==> config.mk <==
export PLATFORM = sky130hd
export DESIGN_NAME = serial_rx_unit
export DESIGN_NICKNAME = d
export VERILOG_FILES = /design/src/rtl/srx_pkg.sv /design/src/rtl/srx_sampler.sv /design/src/rtl/srx_queue.sv /design/src/rtl/serial_rx_unit.sv
export SDC_FILE = /design/constraint.sdc
export NUM_CORES = 1
export LEC_CHECK = 0
export BUFFER_PORTS_ARGS = -buffer_cell sky130_fd_sc_hd__buf_2
export CAP_MARGIN = 20
export CORE_MARGIN = 2
export CORE_UTILIZATION = 55
export DETAILED_ROUTE_END_ITERATION = 16
export PLACE_DENSITY = 0.89
export SYNTH_ARGS = -nofsm -noshare
export SYNTH_HDL_FRONTEND = slang
export SYNTH_SLANG_ARGS = --single-unit
==> constraint.sdc <==
create_clock -name clk -period 2.1 [get_ports clk]
set_input_delay 0.21 -clock clk [delete_from_list [all_inputs] [get_ports clk]]
set_output_delay 0.21 -clock clk [all_outputs]
set_load 0.05 [all_outputs]
==> src/rtl/srx_pkg.sv <==
package srx_pkg;

  typedef struct packed {
    logic [8:0] chr;
    logic       ferr;
    logic       perr;
  } srx_entry_t;

  function automatic logic [3:0] char_width(input logic [2:0] code);
    case (code)
      3'd0:    char_width = 4'd5;
      3'd1:    char_width = 4'd6;
      3'd2:    char_width = 4'd7;
      3'd7:    char_width = 4'd9;
      default: char_width = 4'd8;
    endcase
  endfunction

endpackage

==> src/rtl/srx_sampler.sv <==
module srx_sampler
  import srx_pkg::*;
#(
  parameter int OSR = 16
) (
  input  logic       clk,
  input  logic       rst_n,
  input  logic       en,
  input  logic       tick,
  input  logic       line_in,
  input  logic [2:0] size_code,
  input  logic [1:0] parity_sel,
  output logic       done,
  output srx_entry_t result
);

  localparam int CW = $clog2(OSR);
  localparam logic [CW-1:0] MID  = CW'(OSR/2 - 1);
  localparam logic [CW-1:0] LAST = CW'(OSR - 1);

  typedef enum logic [2:0] {S_IDLE, S_START, S_DATA, S_PAR, S_STOP} st_t;

  st_t           st_q, st_d;
  logic [CW-1:0] sub_q, sub_d;
  logic [3:0]    bit_q, bit_d;
  logic [8:0]    sh_q, sh_d;
  logic          par_q, par_d;
  logic          done_q, done_d;
  srx_entry_t    res_q, res_d;
  logic          sy1_q, sy2_q, prev_q;

  logic       fall;
  logic [3:0] nbits;
  logic       par_on;
  logic [8:0] aligned;
  logic       par_exp;

  assign fall    = prev_q & ~sy2_q;
  assign nbits   = char_width(size_code);
  assign par_on  = parity_sel[1];
  assign aligned = sh_q >> (4'd9 - nbits);
  assign par_exp = (^aligned) ^ parity_sel[0];

  always_comb begin
    st_d   = st_q;
    sub_d  = sub_q;
    bit_d  = bit_q;
    sh_d   = sh_q;
    par_d  = par_q;
    done_d = 1'b0;
    res_d  = res_q;
    case (st_q)
      S_IDLE: begin
        if (fall) begin
          st_d  = S_START;
          sub_d = '0;
        end
      end
      S_START: begin
        if (tick) begin
          if (sub_q == MID) begin
            sub_d = '0;
            bit_d = '0;
            sh_d  = '0;
            st_d  = sy2_q ? S_IDLE : S_DATA;
          end else begin
            sub_d = sub_q + 1'b1;
          end
        end
      end
      S_DATA: begin
        if (tick) begin
          if (sub_q == LAST) begin
            sub_d = '0;
            sh_d  = {sy2_q, sh_q[8:1]};
            if (bit_q == nbits - 4'd1) begin
              st_d = par_on ? S_PAR : S_STOP;
            end else begin
              bit_d = bit_q + 4'd1;
            end
          end else begin
            sub_d = sub_q + 1'b1;
          end
        end
      end
      S_PAR: begin
        if (tick) begin
          if (sub_q == LAST) begin
            sub_d = '0;
            par_d = sy2_q;
            st_d  = S_STOP;
          end else begin
            sub_d = sub_q + 1'b1;
          end
        end
      end
      S_STOP: begin
        if (tick) begin
          if (sub_q == LAST) begin
            done_d     = 1'b1;
            res_d.chr  = aligned;
            res_d.ferr = ~sy2_q;
            res_d.perr = par_on & (par_q != par_exp);
            st_d       = S_IDLE;
          end else begin
            sub_d = sub_q + 1'b1;
          end
        end
      end
      default: st_d = S_IDLE;
    endcase
    if (!en) begin
      st_d   = S_IDLE;
      done_d = 1'b0;
    end
  end

  always_ff @(posedge clk or negedge rst_n) begin
    if (!rst_n) begin
      st_q   <= S_IDLE;
      sub_q  <= '0;
      bit_q  <= '0;
      sh_q   <= '0;
      par_q  <= 1'b0;
      done_q <= 1'b0;
      res_q  <= '0;
      sy1_q  <= 1'b1;
      sy2_q  <= 1'b1;
      prev_q <= 1'b1;
    end else begin
      st_q   <= st_d;
      sub_q  <= sub_d;
      bit_q  <= bit_d;
      sh_q   <= sh_d;
      par_q  <= par_d;
      done_q <= done_d;
      res_q  <= res_d;
      sy1_q  <= line_in;
      sy2_q  <= sy1_q;
      prev_q <= sy2_q;
    end
  end

  assign done   = done_q;
  assign result = res_q;

endmodule

==> src/rtl/srx_queue.sv <==
module srx_queue
  import srx_pkg::*;
#(
  parameter int DEPTH = 2
) (
  input  logic       clk,
  input  logic       rst_n,
  input  logic       flush,
  input  logic       push,
  input  srx_entry_t wdata,
  input  logic       pop,
  output srx_entry_t head,
  output logic       empty,
  output logic       full
);

  localparam int PW = (DEPTH > 1) ? $clog2(DEPTH) : 1;
  localparam int CW = $clog2(DEPTH + 1);
  localparam logic [PW-1:0] PMAX = PW'(DEPTH - 1);
  localparam logic [CW-1:0] CMAX = CW'(DEPTH);

  srx_entry_t    slot_q [DEPTH];
  logic [PW-1:0] wp_q, wp_d, rp_q, rp_d;
  logic [CW-1:0] cnt_q, cnt_d;
  logic          do_push, do_pop;

  assign empty   = (cnt_q == '0);
  assign full    = (cnt_q == CMAX);
  assign do_push = push & ~full & ~flush;
  assign do_pop  = pop & ~empty & ~flush;
  assign head    = slot_q[rp_q];

  always_comb begin
    wp_d  = wp_q;
    rp_d  = rp_q;
    cnt_d = cnt_q;
    if (do_push) wp_d = (wp_q == PMAX) ? '0 : wp_q + 1'b1;
    if (do_pop)  rp_d = (rp_q == PMAX) ? '0 : rp_q + 1'b1;
    case ({do_push, do_pop})
      2'b10:   cnt_d = cnt_q + 1'b1;
      2'b01:   cnt_d = cnt_q - 1'b1;
      default: cnt_d = cnt_q;
    endcase
    if (flush) begin
      wp_d  = '0;
      rp_d  = '0;
      cnt_d = '0;
    end
  end

  always_ff @(posedge clk or negedge rst_n) begin
    if (!rst_n) begin
      wp_q  <= '0;
      rp_q  <= '0;
      cnt_q <= '0;
    end else begin
      wp_q  <= wp_d;
      rp_q  <= rp_d;
      cnt_q <= cnt_d;
    end
  end

  for (genvar g = 0; g < DEPTH; g++) begin : g_slot
    always_ff @(posedge clk or negedge rst_n) begin
      if (!rst_n) begin
        slot_q[g] <= '0;
      end else if (do_push && (wp_q == PW'(g))) begin
        slot_q[g] <= wdata;
      end
    end
  end

endmodule

==> src/rtl/serial_rx_unit.sv <==
module serial_rx_unit
  import srx_pkg::*;
#(
  parameter int QUEUE_DEPTH = 2,
  parameter int OSR         = 16
) (
  input  logic       clk,
  input  logic       rst_n,
  input  logic       os_tick,
  input  logic       rx_line,
  input  logic       rx_enable,
  input  logic [2:0] size_code,
  input  logic [1:0] parity_sel,
  input  logic       rd_pop,
  output logic [7:0] rx_byte,
  output logic       rx_bit8,
  output logic       frame_err,
  output logic       parity_err,
  output logic       overrun,
  output logic       rx_ready,
  output logic       pin_claimed
);

  logic       frame_done;
  srx_entry_t frame_res;
  srx_entry_t head;
  logic       q_empty, q_full;
  logic       ovr_q, ovr_d;
  logic       pop_ok;

  srx_sampler #(.OSR(OSR)) u_samp (
    .clk        (clk),
    .rst_n      (rst_n),
    .en         (rx_enable),
    .tick       (os_tick),
    .line_in    (rx_line),
    .size_code  (size_code),
    .parity_sel (parity_sel),
    .done       (frame_done),
    .result     (frame_res)
  );

  srx_queue #(.DEPTH(QUEUE_DEPTH)) u_q (
    .clk   (clk),
    .rst_n (rst_n),
    .flush (~rx_enable),
    .push  (frame_done),
    .wdata (frame_res),
    .pop   (rd_pop),
    .head  (head),
    .empty (q_empty),
    .full  (q_full)
  );

  assign pop_ok = rd_pop & ~q_empty;

  always_comb begin
    ovr_d = ovr_q;
    if (pop_ok)                ovr_d = 1'b0;
    if (frame_done && q_full && !pop_ok) ovr_d = 1'b1;
    if (!rx_enable)            ovr_d = 1'b0;
  end

  always_ff @(posedge clk or negedge rst_n) begin
    if (!rst_n) ovr_q <= 1'b0;
    else        ovr_q <= ovr_d;
  end

  assign rx_ready    = ~q_empty;
  assign rx_byte     = rx_ready ? head.chr[7:0] : 8'h00;
  assign rx_bit8     = rx_ready & head.chr[8];
  assign frame_err   = rx_ready & head.ferr;
  assign parity_err  = rx_ready & head.perr;
  assign overrun     = ovr_q;
  assign pin_claimed = rx_enable;

endmodule

==> tab_implementation.tex <==
\begin{tabular}{lr}
\hline
Metric & Value \\
\hline
\multicolumn{2}{l}{\textbf{Timing}} \\
\quad Setup TNS after final layout & -585.4 ps \\
\quad Slew @ Worst Pin & 633.1 ps \\
\quad Share of the cycle needed by the critical path after routing & 120.9\% \\
\quad RSZ-0062 raised after global routing & true \\
\quad Max-Slew Margin vs Limit & 57.80\% \\
\quad Maximum clock rate & 393.8 MHz \\
\quad Count of final hold-check violations & 0 \\
\quad Final worst path period need & 2539 ps \\
\quad Endpoints failing setup & 2 \\
\quad Max-slew violation count & 0 \\
\quad Worst setup slack after layout & -439.2 ps \\
\quad Worst Clk Skew & 9.916 ps \\
\multicolumn{2}{l}{\textbf{Floorplan}} \\
\quad IO Pins & 25 \\
\quad Die Outline Area & 7179 sq um \\
\quad Starting density of the core & 56.78\% \\
\quad Chip height & 84.73 um \\
\quad Core region area & 6314 sq um \\
\quad Die Span X & 84.73 um \\
\quad Row cnt & 29 \\
\multicolumn{2}{l}{\textbf{Routing}} \\
\quad Number of design rule violations left after detail routing & 0 \\
\quad Violation count after the first detailed-route iteration & 341 \\
\quad First-pass iteration count of the detailed router & 6 \\
\quad Detailed-route vias per instance & 6.181 \\
\quad Total number of vias & 3270 \\
\quad Final ANT Viol Nets & 0 \\
\quad Average routed wire per standard cell & 17.94 um \\
\quad Total Wirelength & 9.489 mm \\
\multicolumn{2}{l}{\textbf{Placed design}} \\
\quad Total instance count after detailed placement & 497 \\
\quad Placement Cell Area & 4192 sq um \\
\quad Worst slack at placement & -521.6 ps \\
\quad Final RePlAce weighted congestion & 0.9336 \\
\quad Number of port buffers & 24 \\
\quad Detail Placement HPWL & 6.056 mm \\
\multicolumn{2}{l}{\textbf{Synth}} \\
\quad Proportion of register bits with asynchronous set or reset after synthesis & 100.0\% \\
\quad Post-synthesis register bit count & 63 \\
\quad Synth Area per Inst & 9.875 sq um \\
\quad Sequential-to-total area share from yosys stat & 44.08\% \\
\quad Post-synthesis cell type with the largest combined area & sky130\_fd\_sc\_hd\_\_dfrtp\_1 \\
\quad Number of warnings printed during yosys synthesis & 0 \\
\quad Post-synthesis instance area & 3585 sq um \\
\quad Proportion of netlist area held by the largest area contributor & 41.88\% \\
\quad Post-synth top cells & sky130\_fd\_sc\_hd\_\_dfrtp\_1 (60), sky130\_fd\_sc\_hd\_\_nor2\_1 (33), sky130\_fd\_sc\_hd\_\_nand2\_1 (29) \\
\quad Number of enable-type register cells in the synthesized netlist & 0 \\
\quad Leading post-synthesis cells by cell area & sky130\_fd\_sc\_hd\_\_dfrtp\_1 (42\%), sky130\_fd\_sc\_hd\_\_mux2\_2 (8.5\%), sky130\_fd\_sc\_hd\_\_mux2i\_1 (3.9\%), sky130\_fd\_sc\_hd\_\_nor2\_1 (3.5\%), sky130\_fd\_sc\_hd\_\_nand2\_1 (3.0\%) \\
\quad Total nets after synthesis & 378 \\
\quad Most used flip-flop cell after synthesis & sky130\_fd\_sc\_hd\_\_dfrtp\_1 \\
\quad Most frequently used cell type in the post-synthesis netlist & sky130\_fd\_sc\_hd\_\_dfrtp\_1 \\
\quad Cells after synthesis & 363 \\
\quad Number of different library cells in the post-synthesis netlist & 57 \\
\multicolumn{2}{l}{\textbf{CTS}} \\
\quad Clock transition at the registers of the reported paths & 70 ps \\
\quad Deepest clock path buffer count & 2 \\
\quad Number of levels the H-tree was split into & 3 \\
\quad Root Driver & sky130\_fd\_sc\_hd\_\_clkbuf\_8 \\
\quad Insertion delay to the later sink of the worst-skew pair & 350 ps \\
\quad TritonCTS clock tree & done \\
\quad Number of clock buffers inserted by TritonCTS & 9 \\
\quad Clock sink count & 63 \\
\multicolumn{2}{l}{\textbf{Pwr}} \\
\quad Power per standard cell area & 725.0 nW/um\^{}2 \\
\quad Pleak & 0.002213 uW \\
\quad Max rail drop VDD & 0.0005451 V \\
\multicolumn{2}{l}{\textbf{Layout}} \\
\quad Final design area excluding fillers & 4661 sq um \\
\quad Syn-to-layout area delta & 30.02\% \\
\quad Count of antenna diodes in the layout & 0 \\
\quad Final core utilization & 73.82\% \\
\quad Fraction of layout cells with a size suffix above 1 & 36.95\% \\
\quad Post-layout nets & 462 \\
\quad Finished Layout Cells & 529 \\
\multicolumn{2}{l}{\textbf{Setup path}} \\
\quad Type of origin of the critical path & register \\
\quad Data arrival, critical path & 2790 ps \\
\quad Kind of critical path & register to register \\
\quad Largest fanout on the critical path & 5 \\
\quad Setup crit end kind & register \\
\quad Required time worst endpoint & 2350 ps \\
\multicolumn{2}{l}{\textbf{Global routing}} \\
\quad Largest net degree at the start of global routing & 44 \\
\quad Number of global-route vias before repair & 3138 \\
\quad Overall overflow remaining after global route & 0 \\
\quad First-pass GRT wire length & 14.58 mm \\
\quad Number of antenna violations at the first check in global routing & 0 \\
\quad Overall routing resource usage & 25.43\% \\
\multicolumn{2}{l}{\textbf{Worst hold path}} \\
\quad Worst hold path type & input port to register \\
\multicolumn{2}{l}{\textbf{Status}} \\
\quad Status & finished, violations left \\
\quad Violations in the final reports & negative setup slack \\
\multicolumn{2}{l}{\textbf{Flow run}} \\
\quad Max-capacitance violation count & 0 \\
\hline
\end{tabular}
## where the power goes
group          total, uW  internal [uW]  leakage (uW)  switching, uW
registers           1340           1270      0.000868           71.8
clock network       1060            549     0.0000956            507
logic                985            473       0.00125            512
## placed cells by master (no fill, tap or decap), drive strengths merged, types with 5 or more instances in the layout
master and instances:
a21o 5, buf 91, a22oi 5, a22o 11, clkbuf 10, inv 8, nand2b 9, a21oi 16
mux2 31, xnor2 10, nor3 8, o21ai 23, nand3 10, xor2 7, dfrtp 60, nor2b 8
nand2 30, mux2i 14, nor2 33
## registers in the layout (all words and copies together), names as in the netlist
register	cells
u_samp.bit_q	4
u_q.rp_q	1
u_samp.sh_q	9
u_q.cnt_q	2
u_samp.sy1_q	1
u_samp.prev_q	1
overrun	1
u_samp.result	11
u_samp.done	1
u_samp.st_q	3
u_q.slot_q	22
u_samp.sub_q	4
u_samp.sy2_q	1
u_samp.par_q	1
u_q.wp_q	1
## final cells by class
class | instances | area (sq um)
multi-input cells | 271 | 2017
inverters | 8 | 30.03
flip-flops and latches | 63 | 1580
repair buffers | 94 | 740.7
well taps | 77 | 96.34
clock buffers | 9 | 123.9
clock inverters | 7 | 72.57
fillers | 366 | 1653
## kinds of logic after synthesis
| group | synth area share [%] |
|---|---|
| and+or+nand+nor | 16.23 |
| AOI/OAI and AO/OA | 16.13 |
| xor gates and xnor gates | 4.782 |
| buffers and inverters | 3.630 |
| adders and majority gates | 1.396 |
| DFF | 44.08 |
| muxes | 13.75 |
## timing repair
| item | CTS | global route |
|---|---|---|
| hold endpoints to repair | 21 | 0 |
| endpoints found under the setup margin | 7 | 17 |
| hold buffers | 2 | 0 |
| gates resized for setup | 18 | 16 |
| setup buffers | 4 | 9 |
| pin swaps | 11 | 14 |
| cloned | 0 | 1 |
## per-layer routing
layer  wire length (um)  part of all wire (%)  GRT usage, %  vias to the layer above
met5                  0                     0             0                        -
met1               3797                    40         30.42                     1593
li1                   -                     -             -                     1481
met2               4822                    51         44.81                      156
met3                531                   5.6         5.605                       40
met4                337                   3.6         9.524                        0
## worst paths after layout
path	cells after the start	endpoint	from	slack [ps]
worst max-delay path	8	u_samp.result[0]	u_samp.sh_q[7]	-440
worst min-delay path	3	u_samp.result[0]	parity_sel[1]	240
worst max register to register	8	u_samp.result[0]	u_samp.sh_q[7]	-440
worst min register to register	0	u_samp.sy2_q	u_samp.sy1_q	360
max in group asynchronous	3	u_samp.prev_q	rst_n	1050
min in group asynchronous	2	u_samp.result[7]	rst_n	390
## per-stage QoR
step / power (uW) / hold slack, ps
floorplan: 1872 / -85.59
global placement: 2133 / 191.6
detailed placement: 2172 / 201.1
CTS: 3273 / 206.1
global route: 3519 / 230.9
finish: 3379 / 238.6
## critical path, stage by stage (launching register included)
cell	delay (ps)
sky130_fd_sc_hd__dfrtp_1	430
sky130_fd_sc_hd__mux2_2	280
sky130_fd_sc_hd__a32o_1	220
sky130_fd_sc_hd__a21oi_1	360
sky130_fd_sc_hd__o21ai_1	220
sky130_fd_sc_hd__xnor2_1	250
sky130_fd_sc_hd__xnor3_1	350
sky130_fd_sc_hd__xnor2_1	150
sky130_fd_sc_hd__o31ai_2	190
Note: power is estimated with default switching activity, not from simulation.
